File: config.mk
export PLATFORM = sky130hd
export DESIGN_NAME = exc_entry_seq
export DESIGN_NICKNAME = d
export VERILOG_FILES = /design/src/rtl/exc_entry_pkg.sv /design/src/rtl/exc_entry_ctrl.sv /design/src/rtl/exc_entry_dp.sv /design/src/rtl/exc_entry_seq.sv
export SDC_FILE = /design/constraint.sdc
export NUM_CORES = 1
export LEC_CHECK = 0
export BUFFER_PORTS_ARGS = -buffer_cell sky130_fd_sc_hd__clkbuf_2
export CORE_MARGIN = 5
export CORE_UTILIZATION = 40
export DETAILED_ROUTE_END_ITERATION = 7
export PLACE_DENSITY = 0.71
export SYNTH_ARGS = -nofsm -noshare
export SYNTH_HDL_FRONTEND = slang
export SYNTH_HIERARCHICAL = 1
export SYNTH_SLANG_ARGS = --single-unit
export TNS_END_PERCENT = 10
File: constraint.sdc
create_clock -name clk -period 7.15 [get_ports clk]
set_input_delay 1.43 -clock clk [delete_from_list [all_inputs] [get_ports clk]]
set_output_delay 1.43 -clock clk [all_outputs]
set_load 0.02 [all_outputs]
File: src/rtl/exc_entry_pkg.sv
package exc_entry_pkg;
  localparam int CODE_W   = 12;
  localparam int MASK_W   = 4;
  localparam int SR_FD    = 15;
  localparam int SR_BL    = 28;
  localparam int SR_RB    = 29;
  localparam int SR_MD    = 30;
  localparam int MASK_LO  = 4;

  localparam logic [CODE_W-1:0] EV_POWER   = 12'h000;
  localparam logic [CODE_W-1:0] EV_MANUAL  = 12'h020;
  localparam logic [CODE_W-1:0] EV_MULTI   = 12'h140;
  localparam logic [CODE_W-1:0] EV_MISS_RD = 12'h040;
  localparam logic [CODE_W-1:0] EV_MISS_WR = 12'h060;
  localparam logic [CODE_W-1:0] EV_TRAP    = 12'h160;
  localparam logic [CODE_W-1:0] EV_UNMASK  = 12'h1E0;

  typedef struct packed {
    logic              take;
    logic              isExc;
    logic              isIrq;
    logic              resetClass;
    logic              missClass;
    logic              trapAdj;
    logic              rewind;
    logic [CODE_W-1:0] code;
  } entry_ctl_t;
endpackage

File: src/rtl/exc_entry_ctrl.sv
module exc_entry_ctrl
  import exc_entry_pkg::*;
(
  input  logic              acceptStb,
  input  logic              excReq,
  input  logic [CODE_W-1:0] excCode,
  input  logic              irqReq,
  input  logic              irqVecValid,
  input  logic              blocked,
  input  logic              sleepIn,
  input  logic              inSlot,
  output entry_ctl_t        ctl
);
  logic              wantIrq;
  logic              irqOk;
  logic [CODE_W-1:0] effCode;

  always_comb begin
    effCode = excCode;
    if (blocked && (excCode != EV_UNMASK)) effCode = EV_POWER;
    wantIrq = irqReq && !excReq;
    irqOk   = wantIrq && (!blocked || sleepIn) && irqVecValid;

    ctl            = '0;
    ctl.isExc      = acceptStb && excReq;
    ctl.isIrq      = acceptStb && irqOk;
    ctl.take       = ctl.isExc || ctl.isIrq;
    ctl.code       = effCode;
    ctl.resetClass = (effCode == EV_POWER) || (effCode == EV_MANUAL) ||
                     (effCode == EV_MULTI);
    ctl.missClass  = (effCode == EV_MISS_RD) || (effCode == EV_MISS_WR);
    ctl.trapAdj    = (effCode == EV_TRAP);
    ctl.rewind     = inSlot;
  end
endmodule

File: src/rtl/exc_entry_dp.sv
module exc_entry_dp
  import exc_entry_pkg::*;
#(
  parameter int                ADDR_W   = 32,
  parameter logic [ADDR_W-1:0] RESET_PC = 32'hA000_0000,
  parameter logic [ADDR_W-1:0] OFS_GEN  = 32'h0000_0100,
  parameter logic [ADDR_W-1:0] OFS_MISS = 32'h0000_0400,
  parameter logic [ADDR_W-1:0] OFS_IRQ  = 32'h0000_0600
) (
  input  logic              clk,
  input  logic              rstN,
  input  entry_ctl_t        ctl,
  input  logic [ADDR_W-1:0] srIn,
  input  logic [ADDR_W-1:0] pcIn,
  input  logic [ADDR_W-1:0] r15In,
  input  logic [ADDR_W-1:0] vbrIn,
  input  logic [CODE_W-1:0] irqVec,
  output logic [ADDR_W-1:0] pcOut,
  output logic [ADDR_W-1:0] srOut,
  output logic [ADDR_W-1:0] ssrOut,
  output logic [ADDR_W-1:0] spcOut,
  output logic [ADDR_W-1:0] sgrOut,
  output logic [CODE_W-1:0] expevtOut,
  output logic [CODE_W-1:0] intevtOut,
  output logic              entryDone
);
  localparam logic [ADDR_W-1:0] PRIV_BITS =
    (ADDR_W'(1) << SR_BL) | (ADDR_W'(1) << SR_MD) | (ADDR_W'(1) << SR_RB);
  localparam logic [ADDR_W-1:0] SLOT_STEP = ADDR_W'(2);

  logic [ADDR_W-1:0] srNext, pcNext, spcNext;

  always_comb begin
    srNext = srIn | PRIV_BITS;
    if (ctl.isExc && ctl.resetClass) begin
      srNext[SR_FD] = 1'b0;
      srNext[MASK_LO +: MASK_W] = '1;
    end
    spcNext = pcIn;
    if (ctl.rewind) spcNext = spcNext - SLOT_STEP;
    if (ctl.isExc && ctl.trapAdj) spcNext = spcNext + SLOT_STEP;
    if (ctl.isExc) begin
      if (ctl.resetClass)     pcNext = RESET_PC;
      else if (ctl.missClass) pcNext = vbrIn + OFS_MISS;
      else                    pcNext = vbrIn + OFS_GEN;
    end else begin
      pcNext = vbrIn + OFS_IRQ;
    end
  end

  always_ff @(posedge clk) begin
    if (!rstN) begin
      pcOut     <= RESET_PC;
      srOut     <= PRIV_BITS;
      ssrOut    <= '0;
      spcOut    <= '0;
      sgrOut    <= '0;
      expevtOut <= '0;
      intevtOut <= '0;
      entryDone <= 1'b0;
    end else begin
      entryDone <= ctl.take;
      if (ctl.take) begin
        pcOut  <= pcNext;
        srOut  <= srNext;
        ssrOut <= srIn;
        spcOut <= spcNext;
        sgrOut <= r15In;
        if (ctl.isExc) expevtOut <= ctl.code;
        if (ctl.isIrq) intevtOut <= irqVec;
      end
    end
  end

  AST_PRIV_SET: assert property (@(posedge clk) disable iff (!rstN)
    entryDone |-> (srOut[SR_BL] && srOut[SR_MD] && srOut[SR_RB]));
  AST_SAVE_CTX: assert property (@(posedge clk) disable iff (!rstN)
    entryDone |-> (ssrOut == $past(srIn) && sgrOut == $past(r15In)));
  AST_HOLD_IDLE: assert property (@(posedge clk) disable iff (!rstN)
    !entryDone |-> $stable(pcOut));
endmodule

File: src/rtl/exc_entry_seq.sv
module exc_entry_seq
  import exc_entry_pkg::*;
(
  input  logic        clk,
  input  logic        rstN,
  input  logic        acceptStb,
  input  logic        excReq,
  input  logic [11:0] excCode,
  input  logic        irqReq,
  output logic [3:0]  irqMask,
  input  logic        irqVecValid,
  input  logic [11:0] irqVec,
  input  logic [31:0] srIn,
  input  logic [31:0] pcIn,
  input  logic [31:0] r15In,
  input  logic [31:0] vbrIn,
  input  logic        sleepIn,
  input  logic        inSlot,
  output logic [31:0] pcOut,
  output logic [31:0] srOut,
  output logic [31:0] ssrOut,
  output logic [31:0] spcOut,
  output logic [31:0] sgrOut,
  output logic [11:0] expevtOut,
  output logic [11:0] intevtOut,
  output logic        entryDone
);
  entry_ctl_t ctl;

  assign irqMask = srIn[MASK_LO +: MASK_W];

  exc_entry_ctrl u_ctrl (
    .acceptStb  (acceptStb),
    .excReq     (excReq),
    .excCode    (excCode),
    .irqReq     (irqReq),
    .irqVecValid(irqVecValid),
    .blocked    (srIn[SR_BL]),
    .sleepIn    (sleepIn),
    .inSlot     (inSlot),
    .ctl        (ctl)
  );

  exc_entry_dp #(.ADDR_W(32)) u_dp (
    .clk      (clk),
    .rstN     (rstN),
    .ctl      (ctl),
    .srIn     (srIn),
    .pcIn     (pcIn),
    .r15In    (r15In),
    .vbrIn    (vbrIn),
    .irqVec   (irqVec),
    .pcOut    (pcOut),
    .srOut    (srOut),
    .ssrOut   (ssrOut),
    .spcOut   (spcOut),
    .sgrOut   (sgrOut),
    .expevtOut(expevtOut),
    .intevtOut(intevtOut),
    .entryDone(entryDone)
  );

  AST_DONE_NEEDS_ACCEPT: assert property (@(posedge clk) disable iff (!rstN)
    entryDone |-> $past(acceptStb));
  AST_BLOCKED_EXC_RESET: assert property (@(posedge clk) disable iff (!rstN)
    $past(acceptStb && excReq && srIn[SR_BL] && excCode != EV_UNMASK)
      |-> (entryDone && expevtOut == EV_POWER && pcOut == 32'hA000_0000));
  AST_BLOCKED_IRQ_IGNORED: assert property (@(posedge clk) disable iff (!rstN)
    $past(acceptStb && !excReq && irqReq && srIn[SR_BL] && !sleepIn)
      |-> !entryDone);
  AST_EXC_WINS: assert property (@(posedge clk) disable iff (!rstN)
    (entryDone && $past(excReq)) |-> (intevtOut == $past(intevtOut)));
  AST_NO_VECTOR_NO_ENTRY: assert property (@(posedge clk) disable iff (!rstN)
    $past(acceptStb && !excReq && irqReq && !irqVecValid) |-> !entryDone);
endmodule

---- Word-level counts from Yosys, hierarchy flattened ----
Index checks and enable logic that the tools add are counted.
word-level totals
  flip-flop bits (word level) ............. 182
  latch bits .............................. 0
  memory bits (writable) .................. 0
  ROM bits ................................ 0
  input port bits ......................... 160
  word-level logic and storage cells ...... 45
  memories kept ........................... 0
operators by class
  add/subtract/negate cells ............... 5
  multipliers ............................. 0
  divide/modulo/power cells ............... 0
  $lt $le $gt $ge ......................... 0
  equality and inequality tests ........... 6
  shift-type cells ........................ 0
  multiplexer cells ....................... 8
  bitwise logic cells ..................... 0
  reductions and logical operators ........ 18
operator list
  kind                    number
  $mux 32                 5
  $add 32x11->32 const B  2
  $add 32x2->32 const B   1
  $add 32x9->32 const B   1
  $sub 32x2->32 const B   1
  $eq 12x7->1 const B     2
  $eq 12x9->1 const B     2
  $eq 12x6->1 const B     1
  $logic_not 12->1        1
  $mux 12                 1
  $ne 12x9->1 const B     1
  $logic_and 1x1->1       8
  $logic_or 1x1->1        5
  $mux 4                  1
  $reduce_and 2->1        2
  $logic_not 1->1         2
  $mux 1                  1

---- Logic depth before layout (Yosys ltp) ----
Gate-level depths: netlist of the first run.
  depth in word-level cells ............... 8
  gate-level depth with buffers ........... 13

---- Hierarchy ----
The synthesis of the first run kept the hierarchy.
modules (own cells, without submodules)
  module          times used  cells an instance  area each (µm²)  sequential area each (µm²)
  exc_entry_dp    1           1,012              8,298.0          3,163.0
  exc_entry_ctrl  1           38                 270.3            0.0
  exc_entry_seq   1           4                  30.0             0.0

---- Worst setup path after synthesis of the first run ----
OpenSTA, ideal clock, no wires.
  path kind ............................... input-to-reg
  start point ............................. in pcIn[6]
  end point ............................... reg u_dp.spcOut[26]
  setup time .............................. 62 ps
  arrival ................................. 4,117 ps
  required time ........................... 7,088 ps
  setup slack ............................. 2,971 ps
  stages on the path ...................... 11
  buffers on the path ..................... 3
  cell sequence ........................... buf_6 > or4_4 > buf_6 > or3_1 > buf_6 > or3_4 > nand2_2 > nor4b_4 > nand2_2 > or4_1 > nand3_1
between the ends
  word-level cells in the longest chain between the ends .. 4
RTL lines
  what                  line                 RTL
  start, declared       exc_entry_seq.sv:14  input logic [31:0] pcIn,
  $sub 32x2->32         exc_entry_dp.sv:40   if (ctl.rewind) spcNext = spcNext - SLOT_STEP;
  $mux 32 (*)           exc_entry_dp.sv:40
  $add 32x2->32         exc_entry_dp.sv:41   if (ctl.isExc && ctl.trapAdj) spcNext = spcNext + SLOT_STEP;
  $mux 32 (*)           exc_entry_dp.sv:41
  end signal, assigned  exc_entry_dp.sv:67   spcOut <= spcNext;
  end, declared         exc_entry_dp.sv:21   output logic [ADDR_W-1:0] spcOut,
Mark *: on every way between the ends. The rest lies on a longest branch, timed or not.
A chain may end at the register's enable or synchronous reset.

==> results of run 1 <==
-- area by class of cell --
class / instances / area (sq um) / share of cell area (%)
clock buffers: 17 / 425 / 3.93
clock inverters: 15 / 191 / 1.77
inverters: 14 / 55.1 / 0.509
multi-input cells: 785 / 4870 / 45.0
flip-flops and latches: 158 / 3160 / 29.2
well taps: 275 / 344 / 3.18
repair buffers: 351 / 1770 / 16.4
-- sequential cells by signal, indices dropped and copies added, names as in the netlist --
name,flops
u_dp/srOut,5
u_dp/spcOut,32
u_dp/sgrOut,32
u_dp/intevtOut,12
u_dp/pcOut,32
u_dp/expevtOut,12
u_dp/ssrOut,32
u_dp/entryDone,1
-- stage by stage --
step                instance area (sq um)  std cells  hold slack, ps
finish                              10800       1615             454
global route                        10800       1615             473
CTS                                 10800       1615             456
detailed placement                  10200       1583             447
global placement                    10200       1583             441
floorplan                            8610       1056             521
-- worst paths after layout --
check	from	to	slack (ps)	cells past startpoint
max	excCode[0]	u_dp/pcOut[27]	2700	12
max reg2reg	u_dp/spcOut[16]	u_dp/spcOut[16]	6370	3
min reg2reg	u_dp/expevtOut[9]	u_dp/expevtOut[9]	450	2
min	u_dp/expevtOut[9]	u_dp/expevtOut[9]	450	2
-- power groups by stage --
stage / logic (W) / registers (W) / clock network (W)
floorplan: 0.000206 / 0.00102 / 0
global placement: 0.000401 / 0.000969 / 0
detailed placement: 0.000406 / 0.000971 / 0
CTS: 0.000407 / 0.000951 / 0.000962
global route: 0.000442 / 0.000956 / 0.00100
finish: 0.000406 / 0.000950 / 0.000932
-- logic make-up after synthesis --
kind of cell | after synthesis | share of synthesized area (%)
multiplexers | 91 | 10.6
adder cells (fa/ha/maj) | 7 | 1.02
flip-flops | 158 | 36.8
other | 1 | 0.0436
AO/OA/AOI/OAI | 192 | 14.1
AND/OR/NAND/NOR | 435 | 25.0
buffers and inverters | 113 | 6.68
XOR/XNOR | 57 | 5.81
-- critical path, delay by kind of cell --
kind            cells  cell delay (ps)
simple gates        7             2440
buf+inv             2              340
compound gates      3              570
-- synthesized netlist by cell type (all sizes together) (8+ instances only) --
master,instances,share of area [%]
inv,13,0.57
buf,48,3.8
o21ai,41,2.4
nor4,16,1.4
nor2,157,6.9
nand4,16,1.2
nand2,107,4.7
a21oi,69,4.0
a22oi,10,0.87
or4,8,0.83
and2,13,0.95
nor3,26,1.6
dfxtp,158,37
mux2i,88,10
xnor2,40,4.1
o22ai,10,0.73
nand3,34,2.0
clkbuf,51,2.2
or3,10,0.79
xor2,17,1.7
-- metal layers --
| metal | vias to the layer above | part of all wire (%) | track usage [%] |
|---|---|---|---|
| met1 | 4003 | 42 | 27.0 |
| li1 | 4235 | - | - |
| met4 | 0 | 2.4 | 7.48 |
| met3 | 36 | 7.4 | 5.01 |
| met2 | 326 | 48 | 35.7 |
| met5 | - | 0 | 0 |
==> results.cfg, run 1 <==
[cts]
cts_root_buf = clkbuf_16
clk_pin_slew_ps = 60
cts.htree.levels = 4
clk_latency_ps = 420
clock_path_buffers = 2
postCtsHoldBufs = 0
cts_buffers = 17
postCtsSetupBuffers = 0
cts_tree = yes
cts_resized = 0
clock_sinks = 158

[power_and_ir_drop]
ir_drop_uv = 146
p_leak_nw = 4.64
power.total_w = 0.00229
p_switching_w = 0.000710
p_seq_share_pct = 41.5
swShare_pct = 31.0
comb_power_share_pct = 17.7
p_per_area_mw_per_mm2 = 211
p_int_w = 0.00158
clockPowerShare_pct = 40.7

[sta]
worst_slack_ps = 2700
drv_slew = 0
finalHoldViolCount = 0
setup_viol = 0
period_needed_ps = 4450
final.setup.tns_ps = 0
rsz0062_at_grt = false
slew_headroom_pct = 34.7
clock_skew_ps = 0
max_freq_mhz = 225
worstMarginPinSlew_ps = 971
finalCritPeriodShare_pct = 62.2

[setup_path]
crit_path_start_kind = input port
worstPathRequired_ps = 7490
max_stage_delay_ps = 570
cp_cell_sequence = clkbuf_2 -> or4_4 -> nor4_1 -> buf_4 -> nand2_1 -> a21oi_1 -> nand3_1 -> nor3_1 -> nand2b_1 -> a21oi_1 -> or3_1 -> a21oi_1
worstPathMaxFanout = 9
cp-end-kind = register
crit_top_cell = a21oi_1
cpMaxStageDelayCell = or4_4
cp_data_arrival_time_ps = 4790
crit_type = in -> reg

[route]
num_vias = 8600
vias_per_cell = 5.33
first_pass_iters = 5
wire_per_inst_microns = 17.2
drtAntennaViolNets = 0
drtIter0Drc = 573
drc_errors = 0
wl_mm = 27.8

[min_path]
hold_class = reg -> reg

[synth]
synth_cell_types = 75
syn_avg_cell_area_sq_um = 8.16
netlist_area_sq_mm = 0.00860
ys_warn_count = 6
synthArstFlopShare_pct = 0
yosysSeqAreaShare_pct = 36.8
synth-seq-cells = 158
synth_ff_type = dfxtp_1
syn_inst = 1054
synth-edff-count = 0

[final_layout]
nets = 1494
final_common_cell = clkbuf_2
drive_gt1_share_pct = 31.3
insertedDiodeCount = 0
n_fill_cell = 2122
syn_to_final_growth_pct = 25.9
mostFrequentLayoutCells = clkbuf_2 (345), dfxtp_1 (158), nor2_1 (156)
final_util_pct = 51.3

[floorplanning]
die_width_microns = 157
rows = 53
core_area_sq_mm = 0.0211
ios = 349
initial_core_util_pct = 40.8
die_h_microns = 157
die_area_sq_mm = 0.0245

[place]
place_hpwl_mm = 21.2
portBuffers = 345
gp_congestion = 0.947
dp_slack_ps = 2350

[global_route]
antenna_found_initial = 0
grt_max_degree = 76
grt_first_pass_wirelength_mm = 42.2
grt_pass1_vias = 7929
grt_usage_pct = 21.3
globalRouteOverflowTotal = 0

[run]
drv_cap = 0

[status]
status = finished, final reports clean
No activity file was read; power rests on OpenSTA's default activity.
==> run 2, diff against run 1 <==
Clock period 7.15 ns to 4.1 ns, I/O delays scaled along.
==> results.cfg, run 2 (synthesis gave the netlist of run 1 again) <==
[power_and_ir_drop]
p_per_area_mw_per_mm2 = 358
swShare_pct = 31.3
power.total_w = 0.00393
p_switching_w = 0.00123
p_leak_nw = 4.74
clockPowerShare_pct = 39.7
p_int_w = 0.00270
p_seq_share_pct = 42.2
comb_power_share_pct = 18.1
ir_drop_uv = 238

[final_layout]
mostFrequentLayoutCells = clkbuf_2 (345), dfxtp_1 (158), nor2_1 (156)
syn_to_final_growth_pct = 27.7
design_area_sq_mm = 0.0110
insertedDiodeCount = 0
nets = 1514
final_common_cell = clkbuf_2
drive_gt1_share_pct = 32.4

[sta]
rsz0062_at_grt = false
period_needed_ps = 3560
clock_skew_ps = 0
finalHoldViolCount = 0
finalCritPeriodShare_pct = 86.9
drv_slew = 0
worstMarginPinSlew_ps = 852
slew_headroom_pct = 42.7
final.setup.tns_ps = 0
max_freq_mhz = 281
setup_viol = 0

[cts]
clock_path_buffers = 2
clk_latency_ps = 410
cts.htree.levels = 4
clock_sinks = 158
postCtsSetupBuffers = 0
cts_root_buf = clkbuf_16
cts_tree = yes
clk_pin_slew_ps = 70
cts_buffers = 17
postCtsHoldBufs = 0

[floorplanning]
die_area_sq_mm = 0.0245
die_h_microns = 157
initial_core_util_pct = 40.8
core_area_sq_mm = 0.0211
ios = 349
die_width_microns = 157
rows = 53

[min_path]
hold_class = reg -> reg
worstHoldStart = u_dp/intevtOut[0]

[global_route]
globalRouteOverflowTotal = 0
grt_pass1_vias = 7921
grt_max_degree = 103
grt_usage_pct = 21.0
antenna_found_initial = 0
grt_first_pass_wirelength_mm = 41.7

[route]
num_vias = 8619
drtAntennaViolNets = 0
drc_errors = 0
vias_per_cell = 5.27
wire_per_inst_microns = 16.7
first_pass_iters = 5
drtIter0Drc = 593
wl_mm = 27.2

[place]
place_hpwl_mm = 21.1
placed_area_sq_mm = 0.0104
gp_congestion = 0.940
portBuffers = 345

[setup_path]
crit_top_cell = nand3_1
crit_start = excCode[4]
cp_data_arrival_time_ps = 3930
cp-end-kind = register
crit_path_start_kind = input port
worstPathMaxFanout = 6
max_stage_delay_ps = 530
cpMaxStageDelayCell = or4_1
cp_cell_sequence = clkbuf_2 -> nor4b_1 -> nand3_1 -> nor3_1 -> and2_1 -> o221ai_1 -> a21oi_1 -> nand2_1 -> nor4_2 -> nand2_2 -> or4_1 -> nand3_1
r2r_start = u_dp/spcOut[16]
worstPathRequired_ps = 4460
crit_type = in -> reg

[run]
drv_cap = 0

[status]
status = finished, final reports clean
-- run 2: power groups by stage --
stage                     clock, W  sequential (W)  combinational, W
after floorplan                  0         0.00178          0.000359
after global placement           0         0.00169          0.000707
after detailed placement         0         0.00169          0.000714
after CTS                  0.00162         0.00166          0.000717
after global routing       0.00168         0.00167          0.000778
final                      0.00156         0.00166          0.000712
-- run 2: routing by layer --
layer  vias up  track usage [%]  wire, microns
met3        33             5.42           2150
met5         -                0              0
li1       4278                -              -
met4         0             5.37            474
met1      3997             26.1          11300
met2       311             36.2          13300
-- run 2: critical path: cells and delay by family --
kind / cells / cell delay [ps]
compound gates: 2 / 550
buf+inv: 1 / 110
simple gates: 9 / 2450
-- run 2: final cells by class --
| class | count | area, sq um |
|---|---|---|
| clock buffers | 17 | 425 |
| clock inverters | 15 | 170 |
| fillers | 2073 | 10100 |
| inverters | 14 | 55.1 |
| multi-input cells | 785 | 4880 |
| flip-flops and latches | 158 | 3160 |
| well taps | 275 | 344 |
| repair buffers | 371 | 1950 |
-- run 2: repair_timing --
| action | in CTS | in global routing |
|---|---|---|
| hold endpoints to repair | 0 | 0 |
| endpoints found under the setup margin | 0 | 2 |
| gates resized for setup | 0 | 1 |
-- run 2: stage by stage --
stage,utilization (%),hold slack [ps],std cells,setup slack (ps)
finish,52.1,456,1635,536
global placement,49.2,441,1603,48.4
global route,52.1,468,1635,139
detailed placement,49.2,447,1603,-15.2
CTS,52.0,457,1635,432
floorplan,-,521,1056,531
-- run 2: worst paths after layout --
kind / cells after the start / slack [ps] / end
worst max-delay path: 12 / 540 / u_dp/spcOut[26]
worst min-delay path: 2 / 460 / u_dp/intevtOut[0]
worst max register to register: 3 / 3370 / u_dp/spcOut[16]
worst min register to register: 2 / 460 / u_dp/intevtOut[0]
==> run 3, diff against run 2 <==
Clock period 4.1 ns to 3.3 ns, I/O delays scaled along.
==> results.cfg, run 3 (synthesis gave the netlist of run 1 again) <==
[status]
status = finished, final reports clean

[cts]
cts.htree.levels = 4
cts_root_buf = clkbuf_16
cts_buffers = 17
clock_path_buffers = 2
cts_tree = yes
clock_sinks = 158
clk_latency_ps = 410
clk_pin_slew_ps = 70

[setup_path]
r2r-end = u_dp/spcOut[2]
worstPathRequired_ps = 3660
rrSetupSlack_ps = 2590
cp_data_arrival_time_ps = 3450
worstPathMaxFanout = 7
cp-end-kind = register
reg2regPathDepth = 2
crit_type = in -> reg
crit_path_start_kind = input port
r2r_start = u_dp/spcOut[2]

[power_and_ir_drop]
comb_power_share_pct = 18.1
p_per_area_mw_per_mm2 = 448
clockPowerShare_pct = 42.1
p_leak_nw = 5.08
p_int_w = 0.00367
swShare_pct = 29.0
ir_drop_uv = 300
p_seq_share_pct = 39.8
p_switching_w = 0.00150

[route]
drtAntennaViolNets = 0
wire_per_inst_microns = 16.7
drtIter0Drc = 639
drc_errors = 0
wl_mm = 28.4
first_pass_iters = 8
num_vias = 8836
vias_per_cell = 5.20

[place]
place_hpwl_mm = 22.1
placed_area_sq_mm = 0.0109
gp_congestion = 0.904
placedCellCount = 1666
portBuffers = 345

[global_route]
antenna_found_initial = 0
grt_max_degree = 127
grt_pass1_vias = 8218
globalRouteOverflowTotal = 0
grt_first_pass_wirelength_mm = 43.6
grt_usage_pct = 21.8

[sta]
finalCritPeriodShare_pct = 93.8
clock_skew_ps = 0
max_freq_mhz = 323
rsz0062_at_grt = false
drv_slew = 0
final.setup.tns_ps = 0
setup_viol = 0
slew_headroom_pct = 52.4
worstMarginPinSlew_ps = 708
period_needed_ps = 3090
finalHoldViolCount = 0

[min_path]
hold_class = reg -> reg
hold_end = u_dp/intevtOut[4]
worstHoldStart = u_dp/intevtOut[4]
hold_path_depth = 2

[final_layout]
final_common_cell = clkbuf_2
nets = 1577
mostFrequentLayoutCells = clkbuf_2 (345), dfxtp_1 (158), nor2_1 (156)
drive_gt1_share_pct = 35.3
multi_input_area_sq_mm = 0.00487
n_fill_cell = 2009
syn_to_final_growth_pct = 34.2
seq_area_sq_mm = 0.00316
insertedDiodeCount = 0
final_util_pct = 54.7
design_area_sq_mm = 0.0115
layout.cells.non_filler = 1698

[floorplanning]
initial_core_util_pct = 40.8
die_width_microns = 157
die_h_microns = 157
ios = 349
core_area_sq_mm = 0.0211
die_area_sq_mm = 0.0245
rows = 53

[run]
drv_cap = 0
-- run 3: timing repair --
item,CTS,global route
gates resized for setup,0,2
hold buffers,0,0
endpoints found under the setup margin,0,3
setup buffers,0,0
-- run 3: metal layers --
metal / part of all wire (%) / routed length [microns] / GRT usage [%] / vias up
li1: - / - / - / 4400
met3: 7.1 / 2030 / 4.70 / 26
met5: 0 / 0 / 0 / -
met4: 1.3 / 373 / 4.88 / 0
met2: 50 / 14100 / 38.1 / 331
met1: 42 / 11900 / 27.7 / 4079
-- run 3: worst max-delay path by stage --
| stage | from | to | slack [ps] | depth (start not counted) |
|---|---|---|---|---|
| after floorplan | pcIn[6] | u_dp/spcOut[26] | -90 | 11 |
| after global placement | excCode[4] | u_dp/spcOut[31] | -190 | 12 |
| after detailed placement | excCode[4] | u_dp/spcOut[31] | -220 | 12 |
| after CTS | pcIn[8] | u_dp/spcOut[24] | 200 | 10 |
| after global routing | excCode[4] | u_dp/spcOut[25] | 70 | 14 |
| final | pcIn[8] | u_dp/spcOut[26] | 210 | 10 |
-- run 3: critical path, stage by stage --
cell	delay (ps)
clkbuf_2	90
or4_4	580
or4_4	530
o22ai_1	200
nand4_1	220
nor4_2	320
buf_4	190
nand2_2	50
or4_1	520
nand3_1	90
-- run 3: cell type report --
cell class | instances | area share [%]
multi-input combinational | 785 | 42.2
sequential | 158 | 27.4
timing repair buffer | 434 | 21.3
clock buffer | 17 | 3.69
tap | 275 | 2.98
clock inverter | 15 | 1.90
inverter | 14 | 0.477
-- run 3: power by group through the flow --
stage / Clock, W / Combinational [W] / Sequential [W]
final: 0.00218 / 0.000934 / 0.00206
after global routing: 0.00232 / 0.00101 / 0.00207
after CTS: 0.00222 / 0.000937 / 0.00206
after detailed placement: 0 / 0.000933 / 0.00210
after global placement: 0 / 0.000924 / 0.00210
after floorplan: 0 / 0.000446 / 0.00221
-- run 3: through the flow --
step,hold WS [ps],power [W],worst slack [ps]
2_1_floorplan,521,0.00266,-86.8
3_3_place_gp,442,0.00302,-188
3_5_place_dp,446,0.00303,-221
4_1_cts,439,0.00522,198
5_1_grt,438,0.00540,67.3
6_report,454,0.00517,206
